==> config.mk <==
export PLATFORM = sky130hd
export DESIGN_NAME = spi_lane_host
export DESIGN_NICKNAME = d
export VERILOG_FILES = /design/src/rtl/spi_lane_pkg.sv /design/src/rtl/spi_lane_regs.sv /design/src/rtl/spi_lane_clkgen.sv /design/src/rtl/spi_lane_shifter.sv /design/src/rtl/spi_lane_host.sv
export SDC_FILE = /design/constraint.sdc
export NUM_CORES = 1
export LEC_CHECK = 0
export ABC_AREA = 1
export CAP_MARGIN = 20
export CELL_PAD_IN_SITES_DETAIL_PLACEMENT = 0
export CELL_PAD_IN_SITES_GLOBAL_PLACEMENT = 1
export CORE_MARGIN = 5
export CORE_UTILIZATION = 41
export CTS_CLUSTER_DIAMETER = 150
export DETAILED_ROUTE_END_ITERATION = 8
export GPL_TIMING_DRIVEN = 0
export HOLD_SLACK_MARGIN = 0.15
export PLACE_DENSITY_LB_ADDON = 0.1
export SYNTH_ARGS = -nofsm -noshare
export SYNTH_HDL_FRONTEND = slang
export SYNTH_SLANG_ARGS = --single-unit
==> constraint.sdc <==
create_clock -name clk -period 3.8 [get_ports clk]
set_input_delay 0.57 -clock clk [delete_from_list [all_inputs] [get_ports clk]]
set_output_delay 0.57 -clock clk [all_outputs]
set_load 0.01 [all_outputs]
==> src/rtl/spi_lane_pkg.sv <==
package spi_lane_pkg;
  localparam int LANES  = 8;
  localparam int WORD_W = 32;

  typedef enum logic [1:0] {
    LW_1 = 2'd0,
    LW_2 = 2'd1,
    LW_4 = 2'd2,
    LW_8 = 2'd3
  } lane_w_e;

  localparam int OFS_CFG  = 'h00;
  localparam int OFS_STAT = 'h04;
  localparam int OFS_EN   = 'h10;
  localparam int OFS_TX0  = 'h14;
  localparam int OFS_TX3  = 'h20;
  localparam int OFS_RX   = 'h24;
  localparam int OFS_DIV  = 'h28;
  localparam int OFS_CTRL = 'h30;

  function automatic logic [3:0] lane_count(lane_w_e sel);
    return 4'd1 << sel;
  endfunction
endpackage

==> src/rtl/spi_lane_regs.sv <==
module spi_lane_regs
  import spi_lane_pkg::*;
#(
  parameter int ADDR_W = 8,
  parameter int DIV_W  = 8
) (
  input  logic                clk,
  input  logic                rst_n,
  input  logic                bus_wr,
  input  logic                bus_rd,
  input  logic [ADDR_W-1:0]   bus_addr,
  input  logic [WORD_W-1:0]   bus_wdata,
  output logic [WORD_W-1:0]   bus_rdata,
  input  logic                busy,
  input  logic                done,
  input  logic [WORD_W-1:0]   rx_word,
  output logic                cs_man,
  output logic                cs_set,
  output logic                idle_hi,
  output logic                cpol,
  output logic                cpha,
  output logic                en,
  output logic                rd_xfer,
  output lane_w_e             lane_sel,
  output logic [DIV_W-1:0]    half_div,
  output logic                start,
  output logic [WORD_W-1:0]   start_word,
  output logic [2:0]          start_nbytes
);
  logic              cfg_we, en_we, div_we, ctrl_we, tx_hit, rx_rd;
  logic              rx_valid_q, rx_valid_d;
  logic [ADDR_W-1:0] tx_ofs;
  logic [1:0]        tx_k;

  always_comb begin
    cfg_we  = bus_wr && (bus_addr == ADDR_W'(OFS_CFG));
    en_we   = bus_wr && (bus_addr == ADDR_W'(OFS_EN));
    div_we  = bus_wr && (bus_addr == ADDR_W'(OFS_DIV));
    ctrl_we = bus_wr && (bus_addr == ADDR_W'(OFS_CTRL));
    tx_hit  = bus_wr && (bus_addr >= ADDR_W'(OFS_TX0)) &&
              (bus_addr <= ADDR_W'(OFS_TX3)) && (bus_addr[1:0] == 2'b00);
    tx_ofs  = bus_addr - ADDR_W'(OFS_TX0);
    tx_k    = tx_ofs[3:2];
    start   = tx_hit && en && !busy;
    start_word   = bus_wdata;
    start_nbytes = (tx_k == 2'd0) ? 3'd4 : {1'b0, tx_k};
    rx_rd   = bus_rd && (bus_addr == ADDR_W'(OFS_RX));
    rx_valid_d = done ? 1'b1 : (rx_rd ? 1'b0 : rx_valid_q);
  end

  always_ff @(posedge clk or negedge rst_n) begin
    if (!rst_n) begin
      cs_man   <= 1'b0;
      cs_set   <= 1'b0;
      idle_hi  <= 1'b0;
      cpol     <= 1'b0;
      cpha     <= 1'b0;
      en       <= 1'b0;
      rd_xfer  <= 1'b0;
      lane_sel <= LW_1;
      half_div <= '0;
      rx_valid_q <= 1'b0;
    end else begin
      if (cfg_we) begin
        cs_set  <= bus_wdata[0];
        cs_man  <= bus_wdata[1];
        idle_hi <= bus_wdata[16];
        cpol    <= bus_wdata[19];
        cpha    <= bus_wdata[20];
      end
      if (en_we)   en <= bus_wdata[0];
      if (ctrl_we) begin
        lane_sel <= lane_w_e'(bus_wdata[7:6]);
        rd_xfer  <= bus_wdata[23];
      end
      if (div_we)  half_div <= bus_wdata[DIV_W-1:0];
      rx_valid_q <= rx_valid_d;
    end
  end

  always_comb begin
    case (int'(bus_addr))
      OFS_CFG:  bus_rdata = {11'b0, cpha, cpol, 2'b0, idle_hi, 14'b0, cs_man, cs_set};
      OFS_STAT: bus_rdata = {28'b0, !rx_valid_q, rx_valid_q, !busy, !busy};
      OFS_EN:   bus_rdata = {31'b0, en};
      OFS_RX:   bus_rdata = rx_word;
      OFS_DIV:  bus_rdata = WORD_W'(half_div);
      OFS_CTRL: bus_rdata = {8'b0, rd_xfer, 15'b0, lane_sel, 6'b0};
      default:  bus_rdata = '0;
    endcase
  end
endmodule

==> src/rtl/spi_lane_clkgen.sv <==
module spi_lane_clkgen #(
  parameter int DIV_W = 8
) (
  input  logic             clk,
  input  logic             rst_n,
  input  logic             start,
  input  logic             busy,
  input  logic [DIV_W-1:0] half_div,
  output logic             mid_tick,
  output logic             end_tick,
  output logic             in_second
);
  logic [DIV_W-1:0] cnt_q, cnt_d;
  logic             sec_d, wrap;

  always_comb begin
    wrap     = busy && (cnt_q == half_div);
    mid_tick = wrap && !in_second;
    end_tick = wrap && in_second;
    cnt_d    = cnt_q;
    sec_d    = in_second;
    if (start) begin
      cnt_d = '0;
      sec_d = 1'b0;
    end else if (wrap) begin
      cnt_d = '0;
      sec_d = !in_second;
    end else if (busy) begin
      cnt_d = cnt_q + 1'b1;
    end
  end

  always_ff @(posedge clk or negedge rst_n) begin
    if (!rst_n) begin
      cnt_q     <= '0;
      in_second <= 1'b0;
    end else begin
      cnt_q     <= cnt_d;
      in_second <= sec_d;
    end
  end
endmodule

==> src/rtl/spi_lane_shifter.sv <==
module spi_lane_shifter
  import spi_lane_pkg::*;
(
  input  logic              clk,
  input  logic              rst_n,
  input  logic              start,
  input  logic [WORD_W-1:0] start_word,
  input  logic [2:0]        start_nbytes,
  input  lane_w_e           lane_sel,
  input  logic              rd_xfer,
  input  logic              mid_tick,
  input  logic              end_tick,
  input  logic [LANES-1:0]  lane_in,
  output logic              busy,
  output logic              done,
  output logic [LANES-1:0]  lane_drive,
  output logic [WORD_W-1:0] rx_word
);
  logic              rd_q;
  lane_w_e           sel_q;
  logic [WORD_W-1:0] tx_q, tx_d, rx_d;
  logic [7:0]        acc_q, acc_d, in_bits;
  logic [5:0]        pos_q, pos_d, nbits_q;
  logic [3:0]        w;
  logic              busy_d;

  always_comb begin
    w = lane_count(sel_q);
    in_bits = '0;
    if (sel_q == LW_1) begin
      in_bits[0] = lane_in[1];
    end else begin
      for (int i = 0; i < LANES; i++)
        if (i < int'(w)) in_bits = in_bits | (8'(lane_in[i]) << (int'(w) - 1 - i));
    end
    for (int i = 0; i < LANES; i++)
      lane_drive[i] = (!rd_q && (i < int'(w))) ? tx_q[WORD_W-1-i] : 1'b1;
    done = busy && end_tick && (pos_q == nbits_q);
  end

  always_comb begin
    tx_d   = tx_q;
    rx_d   = rx_word;
    acc_d  = acc_q;
    pos_d  = pos_q;
    busy_d = busy;
    if (start) begin
      tx_d   = {start_word[7:0], start_word[15:8], start_word[23:16], start_word[31:24]};
      rx_d   = '0;
      acc_d  = '0;
      pos_d  = '0;
      busy_d = 1'b1;
    end else if (mid_tick) begin
      acc_d = 8'((acc_q << w) | in_bits);
      pos_d = pos_q + 6'(w);
      if (pos_d[2:0] == 3'd0) rx_d = {acc_d, rx_word[WORD_W-1:8]};
    end else if (end_tick) begin
      tx_d = tx_q << w;
      if (done) busy_d = 1'b0;
    end
  end

  always_ff @(posedge clk or negedge rst_n) begin
    if (!rst_n) begin
      busy    <= 1'b0;
      rd_q    <= 1'b0;
      sel_q   <= LW_1;
      tx_q    <= '0;
      rx_word <= '0;
      acc_q   <= '0;
      pos_q   <= '0;
      nbits_q <= '0;
    end else begin
      if (start) begin
        rd_q    <= rd_xfer;
        sel_q   <= lane_sel;
        nbits_q <= 6'({start_nbytes, 3'b000});
      end
      busy    <= busy_d;
      tx_q    <= tx_d;
      rx_word <= rx_d;
      acc_q   <= acc_d;
      pos_q   <= pos_d;
    end
  end
endmodule

==> src/rtl/spi_lane_host.sv <==
module spi_lane_host
  import spi_lane_pkg::*;
#(
  parameter int ADDR_W = 8,
  parameter int DIV_W  = 8
) (
  input  logic              clk,
  input  logic              rst_n,
  input  logic              bus_wr,
  input  logic              bus_rd,
  input  logic [ADDR_W-1:0] bus_addr,
  input  logic [31:0]       bus_wdata,
  output logic [31:0]       bus_rdata,
  output logic              sclk,
  output logic              cs_n,
  output logic [7:0]        lane_out,
  input  logic [7:0]        lane_in
);
  logic cs_man, cs_set, idle_hi, cpol, cpha, en, rd_xfer;
  logic start, busy, done, mid_tick, end_tick, in_second;
  lane_w_e           lane_sel;
  logic [DIV_W-1:0]  half_div;
  logic [WORD_W-1:0] start_word, rx_word;
  logic [2:0]        start_nbytes;
  logic [LANES-1:0]  lane_drive;

  spi_lane_regs #(.ADDR_W(ADDR_W), .DIV_W(DIV_W)) u_regs (
    .clk(clk), .rst_n(rst_n), .bus_wr(bus_wr), .bus_rd(bus_rd),
    .bus_addr(bus_addr), .bus_wdata(bus_wdata), .bus_rdata(bus_rdata),
    .busy(busy), .done(done), .rx_word(rx_word),
    .cs_man(cs_man), .cs_set(cs_set), .idle_hi(idle_hi), .cpol(cpol),
    .cpha(cpha), .en(en), .rd_xfer(rd_xfer), .lane_sel(lane_sel),
    .half_div(half_div), .start(start), .start_word(start_word),
    .start_nbytes(start_nbytes)
  );

  spi_lane_clkgen #(.DIV_W(DIV_W)) u_clkgen (
    .clk(clk), .rst_n(rst_n), .start(start), .busy(busy),
    .half_div(half_div), .mid_tick(mid_tick), .end_tick(end_tick),
    .in_second(in_second)
  );

  spi_lane_shifter u_shift (
    .clk(clk), .rst_n(rst_n), .start(start), .start_word(start_word),
    .start_nbytes(start_nbytes), .lane_sel(lane_sel), .rd_xfer(rd_xfer),
    .mid_tick(mid_tick), .end_tick(end_tick), .lane_in(lane_in),
    .busy(busy), .done(done), .lane_drive(lane_drive), .rx_word(rx_word)
  );

  always_comb begin
    lane_out = busy ? lane_drive : {LANES{idle_hi}};
    sclk     = busy ? (cpol ^ (cpha ? !in_second : in_second)) : cpol;
    cs_n     = !(cs_man ? cs_set : busy);
  end
endmodule

==> results.tsv, run 1 <==
stage	metric	value	unit
final_layout	layout.cells.most_common_list	sky130_fd_sc_hd__nand2_1, sky130_fd_sc_hd__nand3_1, sky130_fd_sc_hd__dfrtp_1	
detailed_routing	via_per_inst	5.38	
grt	antenna_found_initial	0	
die	die_area	23100	sq um
final_layout	fin_nets	1422	
die	chipWidth	152	um
die	core-area	20000	sq um
grt	grt-ovfl-total	0	
timing	hold_viol_final	0	
power_and_ir_drop	power.static_leakage	4.83	nW
power_and_ir_drop	vdd_drop_max	0.273	mV
synthesis	ys_ff_latch	112	
synthesis	post_synthesis_cells	1241	
die	die-height	152	um
timing	slew_viol_final	0	
detailed_routing	drt_pre_antenna_iters	5	
final_layout	share_of_final_layout_standard_cells_stronger_than_drive_strength_1	0.0926	
clocking	clk_pin_slew	0.09	ns
placed_design	post_detailed_placement_cell_area	9580	sq um
synthesis	synth.avg_cell_area	6.67	sq um
timing	timing.final.crit_period	3.66	ns
clocking	worstSkewPairLatency	0.37	ns
final_layout	fillers	2204	
synthesis	post_synth_instance_area	8280	sq um
placed_design	numPlacedInstances	1605	
grt	first_global_vias	8593	
critical_path	criticalPathCategory	register to output port	
timing	max_clock_freq	274	MHz
final_layout	sequential_cell_area	2810	sq um
grt	largest_net_degree_at_the_start_of_global_routing	98	
placed_design	pre_cts_slack	-0.175	ns
critical_path	worst-path-buf-inv	4	
run_status	result_of_the_run	finished, final reports clean	
clocking	cell_chosen_for_the_clock_root	sky130_fd_sc_hd__clkbuf_16	
critical_path	worstRegToRegCells	18	
detailed_routing	drt-total-wl	30.9	mm
synthesis	library_cells_used_by_synthesis	44	
timing	grt_setup_unrepaired	false	
detailed_routing	drc	0	
final_layout	area_overhead_of_the_layout_relative_to_synthesis	19.6	%
worst_hold_path	worst_hold_path_type	register to register	
die	rows	52	
final_layout	layout.cells.non_filler	1620	
timing	slew-limit-headroom	0.518	
placed_design	placement.io_buffers	93	
timing	finalSetupViolCount	0	
synthesis	synthesis.nets	1318	
timing	tightestPinTransition	0.724	ns
clocking	htreeDepth	3	
final_layout	area_of_the_multi_input_gates	4670	sq um
critical_path	crit_path_end_kind	output port	
timing	finClkSkew	0.0168	ns
die	design.portCount	94	
critical_path	worst_ep_arrival_time	3.09	ns
final_layout	final_core_utilization	0.494	
final_layout	layout.cells.most_common	sky130_fd_sc_hd__nand2_1	
synthesis	ys_warn_count	0	
power_and_ir_drop	cell_area_power_density	322	nW/um^2
synthesis	synth-seq-area-share	0.339	
clocking	tritoncts.num_buffers	9	
detailed_routing	wire_per_inst	19.1	um
grt	grt_pass1_wl	48.3	mm
critical_path	reg2reg_setup_slack	0.30	ns
grt	globalRouteTotalUtil	0.263	
detailed_routing	drt_first_iter_violations	658	
detailed_routing	via_count	8720	
worst_hold_path	timing.hold.worst_path_depth	2	
critical_path	worstPathMaxFanout	10	
critical_path	required	3.23	ns
clocking	clkSinkCount	112	
critical_path	critical_path_depth	7	
die	floorplan.initialDensity	0.413	
critical_path	worstSetupStartpointType	register	
detailed_routing	ant_nets	0	
clocking	cts_tree	built	
placed_design	gp_congestion	0.919	
critical_path	worstPathCellList	ha_1, inv_1, clkbuf_2, buf_2, nor3_1, o21ai_1, clkdlybuf4s50_1	
clocking	cts_setup_buffers	0	
timing	finalCritPeriodShare	0.962	
critical_path	critical_path.slowest_cell	sky130_fd_sc_hd__clkdlybuf4s50_1	
critical_path	timing.critical_path.max_delay_family	buffers and inverters	
final_layout	antenna_cells	0	
critical_path	worst_path_largest_cell_delay	0.60	ns
clocking	cts_max_path_buffers	2	
placed_design	detailedPlacementHpwl	24.0	mm
power_and_ir_drop	power	3.19	mW
final_layout	design_area	9900	sq um
timing	post-route-worst-setup-slack	0.144	ns
job	max_cap_viol_count	0	
-- metrics by stage --
| stage | hold slack (ns) | TNS [ns] |
|---|---|---|
| finish | 0.491 | 0 |
| floorplan | 0.274 | 0 |
| global placement | 0.465 | -285.83 |
| detailed placement | 0.429 | -1.22 |
| global route | 0.525 | 0 |
| CTS | 0.496 | 0 |
-- final timing paths --
kind	from	end
worst max-delay path	u_shift.sel_q[1]	lane_out[7]
worst min-delay path	u_shift.acc_q[1]	u_shift.acc_q[1]
worst max register to register	u_shift.sel_q[1]	u_shift.rx_word[29]
worst min register to register	u_shift.acc_q[1]	u_shift.acc_q[1]
max in group asynchronous	rst_n	u_shift.sel_q[0]
min in group asynchronous	rst_n	u_shift.tx_q[22]
-- repair_timing --
item | in CTS | in global routing
endpoints found under the setup margin | 18 | 5
gates cloned | 0 | 0
pin swaps | 0 | 0
resized for setup | 4 | 4
hold buffers | 1 | 0
endpoints found under the hold margin | 15 | 0
-- layer usage --
layer | GRT usage | up-vias | share of wire
li1 | - | 4264 | -
met1 | 0.354 | 4147 | 0.44
met2 | 0.445 | 266 | 0.48
met3 | 0.0333 | 43 | 0.050
met4 | 0.0796 | 0 | 0.027
met5 | 0 | - | 0
-- worst reg2reg max path, delay by kind of cell (launching register included) --
family | cells | cell delay, ns
buf+inv | 3 | 0.54
fa+ha+maj | 3 | 0.92
simple gates | 12 | 1.51
flops | 1 | 0.49
-- where the power goes --
group,leakage (nW),switching (mW),internal (mW)
sequential,1.41,0.145,1.34
combinational,3.27,0.401,0.297
clock,0.151,0.528,0.476
total,4.83,1.07,2.11
-- cell usage after synthesis --
cell,number,area share
sky130_fd_sc_hd__nand2_1,373,0.17
sky130_fd_sc_hd__nand3_1,201,0.12
sky130_fd_sc_hd__dfrtp_1,112,0.34
sky130_fd_sc_hd__inv_1,102,0.046
sky130_fd_sc_hd__o21ai_0,82,0.050
sky130_fd_sc_hd__nor2_1,80,0.036
sky130_fd_sc_hd__a21oi_1,47,0.028
sky130_fd_sc_hd__buf_2,31,0.019
sky130_fd_sc_hd__ha_1,24,0.036
sky130_fd_sc_hd__o21ai_1,23,0.014
sky130_fd_sc_hd__or2_2,20,0.015
sky130_fd_sc_hd__nand4_1,16,0.012
sky130_fd_sc_hd__nor3_1,14,0.0085
sky130_fd_sc_hd__clkbuf_1,12,0.0054
sky130_fd_sc_hd__buf_1,10,0.0045
sky130_fd_sc_hd__xor2_1,10,0.011
sky130_fd_sc_hd__o21ai_2,9,0.0095
sky130_fd_sc_hd__buf_6,8,0.011
sky130_fd_sc_hd__inv_2,8,0.0036
sky130_fd_sc_hd__buf_4,7,0.0063
sky130_fd_sc_hd__o211ai_1,5,0.0045
sky130_fd_sc_hd__xnor2_1,5,0.0053
sky130_fd_sc_hd__nand2_2,4,0.0030
sky130_fd_sc_hd__o221ai_1,4,0.0042
sky130_fd_sc_hd__mux2_2,3,0.0041
sky130_fd_sc_hd__nand3b_1,3,0.0027
sky130_fd_sc_hd__nor2_2,3,0.0023
sky130_fd_sc_hd__nor2_4,3,0.0041
sky130_fd_sc_hd__a22o_1,2,0.0021
sky130_fd_sc_hd__and2_0,2,0.0015
sky130_fd_sc_hd__clkinv_1,2,0.00091
sky130_fd_sc_hd__mux2i_1,2,0.0024
sky130_fd_sc_hd__nor3b_1,2,0.0018
sky130_fd_sc_hd__o22ai_1,2,0.0015
sky130_fd_sc_hd__clkbuf_2,1,0.00060
sky130_fd_sc_hd__fa_1,1,0.0024
sky130_fd_sc_hd__nand2_4,1,0.0014
sky130_fd_sc_hd__nand3_2,1,0.0012
sky130_fd_sc_hd__nand3_4,1,0.0021
sky130_fd_sc_hd__nand4_4,1,0.0026
sky130_fd_sc_hd__nor3_2,1,0.0012
sky130_fd_sc_hd__nor4_1,1,0.00076
sky130_fd_sc_hd__o2111ai_1,1,0.0011
sky130_fd_sc_hd__o31ai_1,1,0.00091
-- registers in the layout (all words and copies together) (netlist names) --
name,flops
u_shift.acc_q,8
u_clkgen.in_second,1
u_regs.half_div,8
u_shift.sel_q,2
u_regs.lane_sel,2
u_shift.nbits_q,3
u_regs.rd_xfer,1
u_regs.cs_set,1
u_shift.pos_q,6
u_regs.cpol,1
u_regs.idle_hi,1
u_regs.en,1
u_regs.cs_man,1
u_shift.rd_q,1
u_shift.tx_q,32
u_shift.rx_word,32
u_shift.busy,1
u_clkgen.cnt_q,8
u_regs.cpha,1
u_regs.rx_valid_q,1
-- kinds of logic (layout without fill, tap and decap cells) --
group,after synthesis,in the layout,synth area share
flops,112,112,0.339
buf+inv,181,290,0.0973
compound gates,176,176,0.116
fa+ha+maj,25,25,0.0387
mux,5,5,0.00650
simple gates,727,727,0.387
xor+xnor,15,15,0.0159
-- area by class of cell --
| type | instances | share of cell area |
|---|---|---|
| multi-input combinational | 948 | 0.472 |
| sequential | 112 | 0.283 |
| timing repair buffer | 95 | 0.0979 |
| inverter | 112 | 0.0425 |
| buffer | 67 | 0.0384 |
| tap | 270 | 0.0341 |
| clock buffer | 9 | 0.0227 |
| clock inverter | 7 | 0.00922 |
(Power assumes the default switching activity.)
==> run 2, diff against run 1 <==
- HOLD_SLACK_MARGIN: 0.15 -> not set
- TNS_END_PERCENT: not set -> 100
==> run 2 against run 1 <==
Clock power barely moved. Core utilization fell by 0.050 points. Global-route usage is essentially flat. Largest power group unchanged.
==> results.tsv, run 2 (synthesized netlist as in run 1, its figures left out) <==
stage	metric	value	unit
final_layout	layout.cells.most_common_list	sky130_fd_sc_hd__nand2_1, sky130_fd_sc_hd__nand3_1, sky130_fd_sc_hd__dfrtp_1	
final_layout	layout.cells.most_common	sky130_fd_sc_hd__nand2_1	
detailed_routing	drc	0	
critical_path	worst-path-buf-inv	4	
final_layout	antenna_cells	0	
placed_design	pre_cts_slack	-0.175	ns
detailed_routing	drt-total-wl	31.1	mm
clocking	hold_buffers	0	
timing	hold_viol_final	0	
critical_path	required	3.23	ns
final_layout	fin_nets	1421	
die	die_area	23100	sq um
die	rows	52	
timing	slew_viol_final	0	
die	die-height	152	um
detailed_routing	ant_nets	0	
clocking	tritoncts.num_buffers	9	
placed_design	placement.io_buffers	93	
critical_path	criticalPathCategory	register to output port	
die	core-area	20000	sq um
die	design.portCount	94	
timing	grt_setup_unrepaired	false	
timing	tightestPinTransition	0.702	ns
power_and_ir_drop	power.net_switching	1.08	mW
critical_path	critical_path.slowest_cell	sky130_fd_sc_hd__clkdlybuf4s50_1	
job	max_cap_viol_count	0	
grt	largest_net_degree_at_the_start_of_global_routing	98	
critical_path	worstPathCellList	inv_1, ha_1, nor2_1, buf_2, clkbuf_2, nor3_1, o21ai_0, clkdlybuf4s50_1	
critical_path	worst_path_largest_cell_delay	0.63	ns
grt	grt_pass1_wl	48.3	mm
timing	post-route-worst-setup-slack	0.158	ns
die	floorplan.initialDensity	0.413	
placed_design	numPlacedInstances	1605	
placed_design	detailedPlacementHpwl	24.0	mm
critical_path	worstSetupStartpointType	register	
power_and_ir_drop	cell_area_power_density	322	nW/um^2
power_and_ir_drop	switching_share	0.337	
clocking	worstSkewPairLatency	0.37	ns
grt	first_global_vias	8588	
final_layout	share_of_final_layout_standard_cells_stronger_than_drive_strength_1	0.0927	
detailed_routing	wire_per_inst	19.2	um
clocking	htreeDepth	3	
power_and_ir_drop	power.static_leakage	4.82	nW
worst_hold_path	worst_hold_path_type	primary input to asynchronous set/reset pin	
critical_path	worstPathMaxFanout	10	
die	chipWidth	152	um
critical_path	timing.critical_path.max_delay_family	buffers and inverters	
final_layout	layout_top_registers	u_shift.rx_word x32, u_shift.tx_q x32	
final_layout	area_overhead_of_the_layout_relative_to_synthesis	19.5	%
placed_design	gp_congestion	0.919	
timing	finalCritPeriodShare	0.958	
grt	antenna_found_initial	0	
timing	finClkSkew	0.0180	ns
run_status	result_of_the_run	finished, final reports clean	
final_layout	layout.cells.non_filler	1619	
detailed_routing	drt_first_iter_violations	585	
clocking	cts_tree	built	
critical_path	crit_path_end_kind	output port	
clocking	clk_pin_slew	0.08	ns
clocking	cell_chosen_for_the_clock_root	sky130_fd_sc_hd__clkbuf_16	
timing	timing.final.crit_period	3.64	ns
timing	max_clock_freq	275	MHz
grt	grt-ovfl-total	0	
power_and_ir_drop	pwr-share-comb	0.219	
power_and_ir_drop	vdd_drop_max	0.271	mV
timing	timing.setup.tns	0	ns
critical_path	worst_ep_arrival_time	3.07	ns
timing	hold-worst-slack	0.0334	ns
power_and_ir_drop	power.share.clock	0.315	
timing	finalSetupViolCount	0	
power_and_ir_drop	power_frac_seq	0.466	
clocking	clkSinkCount	112	
power_and_ir_drop	internal_power	2.11	mW
detailed_routing	via_per_inst	5.40	
grt	globalRouteTotalUtil	0.263	
timing	slew-limit-headroom	0.532	
detailed_routing	via_count	8741	
detailed_routing	drt_pre_antenna_iters	5	
clocking	cts_max_path_buffers	2	
==> run 2: cell count changes in the layout (fill, tap and decap cells not counted), sizes merged <==
cell,previous run,this run
dlygate4sd3,1,0
==> run 2: layer usage <==
metal,wire length (um),vias to the layer above,share of wire,GRT usage
met1,13500,4150,0.44,0.353
met2,14900,283,0.48,0.445
li1,-,4263,-,-
met5,0,-,0,0
met3,1820,45,0.059,0.0336
met4,858,0,0.028,0.0796
==> run 2: power by group through the flow <==
| stage | clock network [mW] | logic [mW] | registers [mW] |
|---|---|---|---|
| 3_5_place_dp | 0 | 0.696 | 1.51 |
| 6_report | 1.00 | 0.698 | 1.49 |
| 4_1_cts | 1.03 | 0.701 | 1.48 |
| 3_3_place_gp | 0 | 0.686 | 1.50 |
| 5_1_grt | 1.08 | 0.798 | 1.50 |
| 2_1_floorplan | 0 | 0.479 | 1.46 |
==> run 2: final cells by class <==
| type | instances | area (sq um) |
|---|---|---|
| Clock buffer | 9 | 225 |
| Fill cell | 2205 | 10100 |
| Clock inverter | 7 | 91.3 |
| Multi-Input combinational cell | 948 | 4670 |
| Timing Repair Buffer | 94 | 960 |
| Sequential cell | 112 | 2810 |
| Inverter | 112 | 420 |
| Tap cell | 270 | 338 |
| Buffer | 67 | 380 |
==> run 2: what timing repair did <==
action / 4_1_cts / 5_1_grt
pin swaps: 0 / 0
gates resized for setup: 4 / 4
setup endpoints to repair: 18 / 5
setup buffers: 0 / 0
==> run 2: stage by stage <==
stage,util,power [mW],instance area (sq um)
after detailed placement,0.478,2.20,9580
final,0.494,3.19,9890
after global routing,0.494,3.38,9890
after CTS,0.493,3.22,9890
after floorplan,-,1.94,8280
after global placement,0.476,2.19,9550
==> run 2: worst paths after layout <==
kind                       cells past startpoint             endpoint  slack (ns)        startpoint
setup / recovery                               8          lane_out[3]        0.16  u_shift.sel_q[0]
hold / removal                                 1     u_shift.tx_q[22]        0.03             rst_n
setup reg to reg                              18  u_shift.rx_word[29]        0.32  u_shift.sel_q[1]
hold reg to reg                                2     u_shift.acc_q[1]        0.49  u_shift.acc_q[1]
max in group asynchronous                      2     u_shift.sel_q[0]        2.98             rst_n
min in group clk                               2     u_shift.acc_q[1]        0.49  u_shift.acc_q[1]
